===== config.mk =====
export PLATFORM = sky130hd
export DESIGN_NAME = evt_dma_gate
export DESIGN_NICKNAME = d
export VERILOG_FILES = /design/src/rtl/evg_pkg.sv /design/src/rtl/evg_state_seq.sv /design/src/rtl/evg_req_mux.sv /design/src/rtl/evg_ovf_flag.sv /design/src/rtl/evt_dma_gate.sv
export SDC_FILE = /design/constraint.sdc
export NUM_CORES = 1
export LEC_CHECK = 0
export BUFFER_PORTS_ARGS = -buffer_cell sky130_fd_sc_hd__buf_2
export CORE_AREA = 2 2 39 41
export DETAILED_ROUTE_END_ITERATION = 10
export DIE_AREA = 0 0 41 43
export GPL_TIMING_DRIVEN = 0
export PLACE_DENSITY = 0.3
export SYNTH_ARGS = -nofsm -noshare
export SYNTH_HDL_FRONTEND = slang
export SYNTH_HIERARCHICAL = 1
export SYNTH_SLANG_ARGS = --single-unit

===== constraint.sdc =====
create_clock -name clk -period 1.7 [get_ports clk]
set_input_delay 0.255 -clock clk [delete_from_list [all_inputs] [get_ports clk]]
set_output_delay 0.255 -clock clk [all_outputs]
set_load 0.01 [all_outputs]

===== src/rtl/evg_pkg.sv =====
package evg_pkg;

    typedef enum logic [1:0] {
        GATE_IDLE   = 2'd0,
        GATE_ARMED  = 2'd1,
        GATE_ACTIVE = 2'd2
    } gate_state_e;

endpackage


===== src/rtl/evg_state_seq.sv =====
module evg_state_seq
    import evg_pkg::*;
(
    input  logic        clk,
    input  logic        rst_n,
    input  logic        trig_en,
    input  logic        periph_req,
    input  logic        evt_pulse,
    input  logic        xfer_done,
    output gate_state_e state_q
);

    gate_state_e state_d;

    // next-state logic
    always_comb begin
        state_d = state_q;
        unique case (state_q)
            GATE_IDLE:   if (evt_pulse)  state_d = GATE_ARMED;
            GATE_ARMED:  if (periph_req) state_d = GATE_ACTIVE;
            GATE_ACTIVE: if (xfer_done)  state_d = evt_pulse ? GATE_ARMED : GATE_IDLE;
            default:                     state_d = GATE_IDLE;
        endcase
        if (!trig_en) state_d = GATE_IDLE;
    end

    // state register
    always_ff @(posedge clk or negedge rst_n) begin
        if (!rst_n) state_q <= GATE_IDLE;
        else        state_q <= state_d;
    end

endmodule


===== src/rtl/evg_req_mux.sv =====
module evg_req_mux
    import evg_pkg::*;
(
    input  logic        trig_en,
    input  logic        periph_req,
    input  gate_state_e state_q,
    output logic        req_gated
);

    // output process
    always_comb begin
        req_gated = 1'b0;
        if (!trig_en) begin
            req_gated = periph_req;
        end else begin
            unique case (state_q)
                GATE_IDLE:   req_gated = 1'b0;
                GATE_ARMED,
                GATE_ACTIVE: req_gated = periph_req;
                default:     req_gated = 1'b0;
            endcase
        end
    end

endmodule


===== src/rtl/evg_ovf_flag.sv =====
module evg_ovf_flag
    import evg_pkg::*;
(
    input  logic        clk,
    input  logic        rst_n,
    input  logic        trig_en,
    input  logic        evt_pulse,
    input  logic        xfer_done,
    input  gate_state_e state_q,
    output logic        evt_overflow
);

    logic credit_busy;
    logic surplus;

    always_comb begin
        credit_busy = 1'b0;
        unique case (state_q)
            GATE_IDLE:   credit_busy = 1'b0;
            GATE_ARMED:  credit_busy = 1'b1;
            GATE_ACTIVE: credit_busy = !xfer_done;
            default:     credit_busy = 1'b0;
        endcase
        surplus = trig_en && evt_pulse && credit_busy;
    end

    always_ff @(posedge clk or negedge rst_n) begin
        if (!rst_n) evt_overflow <= 1'b0;
        else        evt_overflow <= surplus;
    end

endmodule


===== src/rtl/evt_dma_gate.sv =====
module evt_dma_gate
    import evg_pkg::*;
(
    input  logic clk,
    input  logic rst_n,
    input  logic trig_en,
    input  logic periph_req,
    input  logic evt_pulse,
    input  logic xfer_done,
    output logic req_gated,
    output logic evt_overflow
);

    gate_state_e state_q;

    evg_state_seq u_seq (
        .clk        (clk),
        .rst_n      (rst_n),
        .trig_en    (trig_en),
        .periph_req (periph_req),
        .evt_pulse  (evt_pulse),
        .xfer_done  (xfer_done),
        .state_q    (state_q)
    );

    evg_req_mux u_mux (
        .trig_en    (trig_en),
        .periph_req (periph_req),
        .state_q    (state_q),
        .req_gated  (req_gated)
    );

    evg_ovf_flag u_ovf (
        .clk          (clk),
        .rst_n        (rst_n),
        .trig_en      (trig_en),
        .evt_pulse    (evt_pulse),
        .xfer_done    (xfer_done),
        .state_q      (state_q),
        .evt_overflow (evt_overflow)
    );

endmodule


# [Word-level counts from Yosys, hierarchy flattened]
# Cells that the tools add are included.
[op_classes] n_eq_ne=5 mux=9 n_reduce_logical=6
[ops] op="3-bit inequality test (second input constant)" n=3
[ops] op="2-bit two-way mux" n=4
[ops] op="2-bit case mux with 3 select lines" n=1
[ops] op="1-bit two-way mux" n=3
[ops] op="3-bit AND reduction" n=1
[ops] op="2-bit by 1-bit equality test with 1-bit output (second input constant)" n=1
[ops] op="2-bit equality test (second input constant)" n=1
[ops] op="1-bit logical AND" n=2
[ops] op="2-bit logical NOT" n=1
[ops] op="1-bit case mux with 2 select lines" n=1
[ops] op="2-bit OR reduction" n=1
[ops] op="1-bit logical NOT" n=1
[word_totals] regBits=3 in_bits=6 wordCells=22

# [Logic depth before layout (Yosys ltp)]
# Gate-level depths: netlist (run 1).
[logic_depth] ltp_word=4 mapped_depth=4 mapped_depth_nobuf=4

# [Modules after synthesis]
# The synthesis (run 1) kept the hierarchy.
[by_module_without_submodules] mod="evg_state_seq" instances=1 cells_per_inst=10 area_each_um2=103.8 seq_area_each_um2=50.0
[by_module_without_submodules] mod="evg_ovf_flag" instances=1 cells_per_inst=9 area_each_um2=83.8 seq_area_each_um2=25.0
[by_module_without_submodules] mod="evg_req_mux" instances=1 cells_per_inst=2 area_each_um2=16.3 seq_area_each_um2=0.0

# [Worst setup path before layout (run 1)]
# OpenSTA, ideal clock, no wires.
[synth_path] kind="flip-flop to output port" from="reg u_seq.state_q[0]" to="out req_gated" arrival_time_ps=781 path_slack_ps=664 path_stages_with_launch=3 n_path_buf=0 path_cell_list="dfrtp_1 -> xnor2_1 -> a21boi_1"
[synth_between] elab_chain_len=4
[synth_rtl] item="from (decl)" line="evg_state_seq.sv:10" rtl="output gate_state_e state_q"
[synth_rtl] item="from (signal assigned)" line="evg_state_seq.sv:30" rtl="else state_q <= state_d;"
[synth_rtl] item="2-bit by 1-bit equality test with 1-bit output / 2-bit equality test (equally long branches)" line="evg_req_mux.sv:16" rtl="unique case (state_q)"
[synth_rtl] item="2-bit OR reduction *" line="evg_req_mux.sv:16"
[synth_rtl] item="1-bit two-way mux *" line="evg_req_mux.sv:16"
[synth_rtl] item="1-bit two-way mux *" line="evg_req_mux.sv:13" rtl="if (!trig_en) begin"
[synth_rtl] item="to (decl)" line="evt_dma_gate.sv:10" rtl="output logic req_gated,"
# Every way passes the cells marked *; elsewhere a longest branch is shown, timed or not.

# [Final worst setup path (run 1)]
# Same ends and word-level chain as after synthesis.

==> impl_metrics.toml, run 1 <==
[pwr]
clkPwrFrac_pct = 53.2
combinational_group_share_of_total_power_pct = 13.4
seq_power_share_pct = 33.4
cell_internal_pwr_uw = 181
static-leakage-power_uw = 0.000134
cellPowerDensity_nw_per_um2 = 818
net-switching-power_uw = 60.4
sw_frac_of_total_pct = 25.0
vdd.ir_drop.worst_mv = 0.220

[logic_synthesis]
synthesis.yosys.warnings = 6
synth.ff_latch_count = 3
largest_cells_by_area_after_synthesis = "sky130_fd_sc_hd__dfrtp_1, sky130_fd_sc_hd__ha_1, sky130_fd_sc_hd__inv_1"
mappedNetlistArea_um2 = 204
syn_nets = 29
synthDistinctLibCells = 14
post_synth.cell_area_avg_um2 = 9.71
synth_top_cell_area_share_pct = 36.8
synth.yosys.seq_area_share_pct = 36.8
synth_cells = 21
synth_largest_area_cell = "sky130_fd_sc_hd__dfrtp_1"

[route]
detailed_routing_iteration_count_for_the_pre_antenna_repair_pass = 2
drt-total-wl_um = 425
antenna_violating_nets_post_route = 0
number_of_vias_per_cell = 3.65
route.detailed.wl_per_inst_um = 8.67
drtIter0Drc = 1
drc = 0
via_count = 179

[critical_path]
critical_path.endpoint_type = "output port"
worst-endpoint-arrival_ns = 1.13
timing.critical_path.fanout_max = 7
startpoint_type = "flip-flop"
wp_data_required_ns = 1.44
critical_path_class = "flip-flop to output port"

[global_routing]
pin_count_of_the_biggest_net_entering_global_routing = 8
global_route.usage.total_pct = 7.73
global_route.overflow_total = 0
wire_length_of_the_first_global_routing_pass_um = 814
first_global_vias = 207
initial_antenna_violation_count = 0

[run]
maxCapViolCount = 0

[floorplanning]
io-pin-count = 8
floorplan.initialDensity_pct = 14.7
core-area_um2 = 1380
core.rowCount = 14
fp.dieH_um = 43
chipWidth_um = 41
dieArea_um2 = 1760

[clock_network]
cts_buffers = 3
cts_tree = "done"
htree_levels = 1
clock_pin_slew_of_the_registers_on_the_worst_case_setup_and_hold_paths_ns = 0.04
clock_tree.root_cell = "sky130_fd_sc_hd__clkbuf_4"
clk_path_buf_depth = 2
worst_skew_late_latency_ns = 0.24
clock-sinks = 3
cts_setup_buffers = 0
post_cts_resized = 0

[cells_and_area]
drive_gt1_share_pct = 36.4
final_common_cell = "sky130_fd_sc_hd__buf_2"
mostFrequentLayoutCells = "sky130_fd_sc_hd__buf_2, sky130_fd_sc_hd__inv_1, sky130_fd_sc_hd__clkbuf_4, sky130_fd_sc_hd__dfrtp_1"
fin_nets = 42
antenna_cells_inserted = 0
syn2layout_area_growth_pct = 44.8

[timing]
final.period_utilization_pct = 81.2
timing.final.max_slew_violations = 0
finalHoldViolCount = 0
remaining_max_slew_budget_at_the_tightest_pin_pct = 83.7
fin_worst_skew_ns = 0.00185
tightestPinTransition_ns = 0.244
fmaxAchievable_mhz = 725
fin_setup_tns_ns = 0
rsz0062_at_grt = "no"
hold_slack_ns = 0.272
timing.final.setup_violations = 0
period_minus_ws_final_ns = 1.38

[place]
io_buffers = 7
gp_routability_congestion = 0.661
hpwlAfterDp_um = 319

[worst_hold_path]
min-delay-path-class = "primary input to flip-flop"

[outcome]
status = "finished clean"
[final timing paths]
| check | cells after the start | from | slack, ns | end |
|---|---|---|---|---|
| worst max-delay path | 3 | u_seq/state_q[0] | 0.32 | req_gated |
| worst min-delay path | 2 | trig_en | 0.27 | u_seq/state_q[1] |
| worst max register to register | 3 | u_seq/state_q[0] | 0.62 | u_ovf/evt_overflow |
| worst min register to register | 2 | u_seq/state_q[1] | 0.70 | u_ovf/evt_overflow |
| max in group asynchronous | 2 | rst_n | 1.26 | u_ovf/evt_overflow |
| min in group asynchronous | 2 | rst_n | 0.34 | u_seq/state_q[0] |
[area by class of cell]
cell class / instances / area [µm²]
inverters: 4 / 15.0
clock buffers: 4 / 26.3
multi-input cells: 14 / 114
repair buffers: 8 / 45.0
flip-flops and latches: 3 / 75.1
well taps: 16 / 20.0
fillers: 158 / 1090
[cells in the mapped netlist]
library cell / n
sky130_fd_sc_hd__a211oi_2: 1
sky130_fd_sc_hd__a21boi_1: 1
sky130_fd_sc_hd__nand2b_1: 2
sky130_fd_sc_hd__a31oi_1: 1
sky130_fd_sc_hd__nand3b_1: 1
sky130_fd_sc_hd__and2_1: 1
sky130_fd_sc_hd__xnor2_1: 1
sky130_fd_sc_hd__nor2b_1: 1
sky130_fd_sc_hd__o21ai_0: 1
sky130_fd_sc_hd__nand2_1: 1
sky130_fd_sc_hd__ha_1: 2
sky130_fd_sc_hd__nor3b_2: 1
sky130_fd_sc_hd__dfrtp_1: 3
sky130_fd_sc_hd__inv_1: 4
[stage by stage]
stage	instances	total power [µW]	util (%)	area [µm²]	setup WS (ns)
2_1_floorplan	21	98.5	-	204	0.664
3_5_place_dp	44	113	18.7	259	0.577
5_1_grt	49	265	21.3	295	0.215
4_1_cts	49	247	21.3	295	0.310
6_report	49	241	21.3	295	0.320
3_3_place_gp	44	112	18.7	259	0.583
[power by group through the flow]
| stage | combinational (µW) | sequential, µW | clock [µW] |
|---|---|---|---|
| 2_1_floorplan | 18.5 | 80.1 | 0 |
| 3_3_place_gp | 30.6 | 81.4 | 0 |
| 3_5_place_dp | 31.2 | 81.5 | 0 |
| 4_1_cts | 33.2 | 80.6 | 133 |
| 5_1_grt | 37.9 | 81.5 | 146 |
| 6_report | 32.4 | 80.7 | 128 |
[repair_timing]
item	4_1_cts	5_1_grt
endpoints found under the hold margin	3	0
setup endpoints to repair	0	0
hold buffers	1	0
[kinds of logic (layout without fill, tap and decap cells)]
| group | Yosys count | after routing | share of synthesized area (%) |
|---|---|---|---|
| XOR/XNOR | 1 | 1 | 4.30 |
| adder cells (fa/ha/maj) | 2 | 2 | 12.3 |
| AND/OR/NAND/NOR | 7 | 7 | 23.9 |
| flip-flops | 3 | 3 | 36.8 |
| buffers and inverters | 4 | 16 | 7.36 |
| AO/OA/AOI/OAI | 4 | 4 | 15.3 |
[sequential cells by signal, summed over array words and instances, names as in the netlist]
signal / count
u_seq/state_q: 2
u_ovf/evt_overflow: 1
[per-layer routing]
layer	routed length (µm)	global-route usage, %	vias up
li1	-	-	91
met1	214	8.68	78
met2	171	8.13	8
met3	26	4.71	2
met4	12	10.0	0
met5	0	0	-
[worst max-delay path: stages, from the launching register on]
cell and delay [ns]:
sky130_fd_sc_hd__dfrtp_1 0.45, sky130_fd_sc_hd__xnor2_1 0.16, sky130_fd_sc_hd__a21boi_1 0.13, sky130_fd_sc_hd__buf_2 0.14
(Power assumes the default switching activity.)
==> run 2, diff against run 1 <==
ABC_AREA = 1   (was not set)
PLACE_DENSITY = 0.33   (was 0.3)
clock period = 1.4 ns   (was 1.7 ns; I/O delays follow)
==> run 2 against run 1 <==
Against the previous run: sequential power is 46% higher; via count is 40% higher; combinational power grew to 2.7 times the previous value; first-iteration DRC count grew to 6.0 times the previous value; critical path type unchanged; register-to-register slack worse by 0.27 ns; sequential share of layout area is 2.5 points lower; critical endpoint unchanged; synthesized cell count is 90% higher; global-route usage is 0.40 points lower; die area stayed put; worst hold slack worse by 0.082 ns; critical path depth is 3 higher.
==> impl_metrics.toml, run 2 <==
[clock_network]
htree_levels = 1
clock_pin_slew_of_the_registers_on_the_worst_case_setup_and_hold_paths_ns = 0.04
clock-sinks = 3
cts_buffers = 3
worst_skew_late_latency_ns = 0.23
clock_tree.root_cell = "sky130_fd_sc_hd__clkbuf_4"
cts_tree = "done"
clk_path_buf_depth = 2
cts_setup_buffers = 0

[pwr]
combinational_group_share_of_total_power_pct = 24.3
vdd.ir_drop.worst_mv = 0.361
sw_frac_of_total_pct = 31.2
cellPowerDensity_nw_per_um2 = 1050
static-leakage-power_uw = 0.000193
net-switching-power_uw = 111
cell_internal_pwr_uw = 244
seq_power_share_pct = 33.3
clkPwrFrac_pct = 42.4

[floorplanning]
floorplan.initialDensity_pct = 17.6
chipWidth_um = 41
io-pin-count = 8
core.rowCount = 14
dieArea_um2 = 1760
fp.dieH_um = 43
core-area_um2 = 1380

[critical_path]
cell_depth_of_the_worst_flop_to_flop_path = 5
r2r-end = "u_ovf/evt_overflow"
critical_path_class = "flip-flop to output port"
regToRegSetupSlack_ns = 0.35
wp_data_required_ns = 1.19
critical_path.slowest_cell = "sky130_fd_sc_hd__dfrtp_2"
worst-endpoint-arrival_ns = 1.07
series_of_cell_instances_along_the_critical_path = "inv_1, nand2_1, nand3_1, nand2_1, inv_1, buf_2"
timing.critical_path.fanout_max = 8
cp_delay_by_family_top = "flip-flops"
crit_path_max_incr_delay_ns = 0.45
startpoint_type = "flip-flop"
critical_path.endpoint_type = "output port"
critical_path.n_buffers_inverters = 3
regToRegStartpoint = "u_seq/state_q[0]"

[run]
maxCapViolCount = 0

[place]
place_area_um2 = 299
hpwlAfterDp_um = 414
io_buffers = 7
pre_cts_slack_ns = 0.273
gp_routability_congestion = 0.631

[route]
drt-total-wl_um = 529
route.detailed.wl_per_inst_um = 7.78
antenna_violating_nets_post_route = 0
via_count = 251
drc = 0
drtIter0Drc = 6
number_of_vias_per_cell = 3.69
detailed_routing_iteration_count_for_the_pre_antenna_repair_pass = 4

[timing]
rsz0062_at_grt = "no"
fin_setup_tns_ns = 0
tightestPinTransition_ns = 0.179
period_minus_ws_final_ns = 1.28
final.period_utilization_pct = 91.2
timing.final.setup_violations = 0
fin_worst_skew_ns = 0.000828
remaining_max_slew_budget_at_the_tightest_pin_pct = 88.0
fmaxAchievable_mhz = 783
finalHoldViolCount = 0
setup_ws_ns = 0.123
timing.final.max_slew_violations = 0

[worst_hold_path]
min-delay-path-class = "primary input to flip-flop"
min_to = "u_seq/state_q[1]"
min_delay_path_depth = 2
worst_hold_startpoint = "xfer_done"

[logic_synthesis]
synth_largest_area_cell = "sky130_fd_sc_hd__dfrtp_1"
post_synth.cell_area_avg_um2 = 6.10
most_common_cell_in_the_netlist = "sky130_fd_sc_hd__nand2_1"
mappedNetlistArea_um2 = 244
synth.yosys.seq_area_share_pct = 30.8
async_flop_share_pct = 100
yosys_most_used_dff = "sky130_fd_sc_hd__dfrtp_1"
synth_cells = 40
synth_top_cell_area_share_pct = 30.8
syn_nets = 48
synth.ff_latch_count = 3
largest_cells_by_area_after_synthesis = "sky130_fd_sc_hd__dfrtp_1, sky130_fd_sc_hd__nand2_1, sky130_fd_sc_hd__inv_1"
synthesis.yosys.warnings = 6
synth_common_cells = "sky130_fd_sc_hd__nand2_1, sky130_fd_sc_hd__inv_1, sky130_fd_sc_hd__nor2_1"
synthDistinctLibCells = 10
synth_edf_count = 0

[global_routing]
initial_antenna_violation_count = 0
wire_length_of_the_first_global_routing_pass_um = 814
first_global_vias = 218
pin_count_of_the_biggest_net_entering_global_routing = 9
global_route.overflow_total = 0
global_route.usage.total_pct = 7.33

[cells_and_area]
drive_gt1_share_pct = 30.8
top_register = "u_seq/state_q"
post-route-cell-area_um2 = 338
largest_register_ffs = 2
reg_top3 = "u_seq/state_q: 2 flops, u_ovf/evt_overflow: 1 flops"
filler_cell_count = 171
syn2layout_area_growth_pct = 38.5
mostFrequentLayoutCells = "sky130_fd_sc_hd__nand2_1, sky130_fd_sc_hd__inv_1, sky130_fd_sc_hd__buf_2"
final_common_cell = "sky130_fd_sc_hd__nand2_1"
fin_nets = 61
antenna_cells_inserted = 0

[outcome]
status = "finished clean"
==> run 2: changes by cell type after synthesis, moves of 2 or more <==
cell                       before  now
sky130_fd_sc_hd__inv_1          4    8
sky130_fd_sc_hd__nor2_1         0    5
sky130_fd_sc_hd__inv_2          0    3
sky130_fd_sc_hd__nand2b_1       2    0
sky130_fd_sc_hd__nand3_1        0    3
sky130_fd_sc_hd__nand2_1        1   13
==> run 2: worst register-to-register path, delay by kind of cell, from the launching register on <==
kind	cells	cell delay [ns]
DFF	1	0.43
buffers and inverters	2	0.11
adders and majority gates	1	0.30
and+or+nand+nor	2	0.16
==> run 2: final cells by class <==
class | count | area (µm²) | share of cell area, %
multi-input cells | 26 | 128 | 37.8
flip-flops and latches | 3 | 77.6 | 23.0
repair buffers | 8 | 45.0 | 13.3
inverters | 11 | 41.3 | 12.2
clock buffers | 4 | 26.3 | 7.78
well taps | 16 | 20.0 | 5.93
==> run 2: per-layer routing <==
layer | GRT usage (%) | wire length, µm
met1 | 8.04 | 251
met2 | 10.3 | 242
met3 | 6.28 | 34
met4 | 2.00 | 0
met5 | 0 | 0
==> run 2: worst max path at each step <==
| stage | start | endpoint | slack, ns | cells after the start |
|---|---|---|---|---|
| after floorplan | u_seq/state_q[0] | u_ovf/evt_overflow | 0.39 | 5 |
| after global placement | u_seq/state_q[0] | u_ovf/evt_overflow | 0.27 | 5 |
| after detailed placement | u_seq/state_q[0] | u_ovf/evt_overflow | 0.27 | 5 |
| after CTS | u_seq/state_q[1] | req_gated | 0.05 | 6 |
| after global routing | u_seq/state_q[1] | req_gated | 0.03 | 6 |
| final | u_seq/state_q[1] | req_gated | 0.12 | 6 |
==> run 2: power by group through the flow <==
stage	Sequential [µW]	Combinational [µW]	Clock (µW)
after detailed placement	117	85.7	0
after global routing	121	102	167
after floorplan	112	60.9	0
final	118	86.2	150
after global placement	119	86.5	0
after CTS	116	88.3	159
==> run 2: cells by family after synthesis <==
kind of cell | Yosys count | share of synthesized area [%]
simple gates | 23 | 39.0
compound gates | 1 | 3.08
flops | 3 | 30.8
buf+inv | 11 | 16.9
fa+ha+maj | 2 | 10.3
==> run 2: stage by stage <==
| stage | std cells | total power (µW) | hold WS, ns | util [%] |
|---|---|---|---|---|
| after floorplan | 40 | 173 | -0.0856 | - |
| after global placement | 63 | 205 | 0.00842 | 21.6 |
| after detailed placement | 63 | 203 | 0.00920 | 21.6 |
| after CTS | 68 | 363 | 0.191 | 24.2 |
| after global routing | 68 | 390 | 0.199 | 24.4 |
| final | 68 | 354 | 0.190 | 24.4 |
==> run 2: timing repair <==
action | 4_1_cts | 5_1_grt
endpoints found under the hold margin | 3 | 0
setup endpoints to repair | 0 | 1
hold buffers | 1 | 0
gates resized for setup | 0 | 2
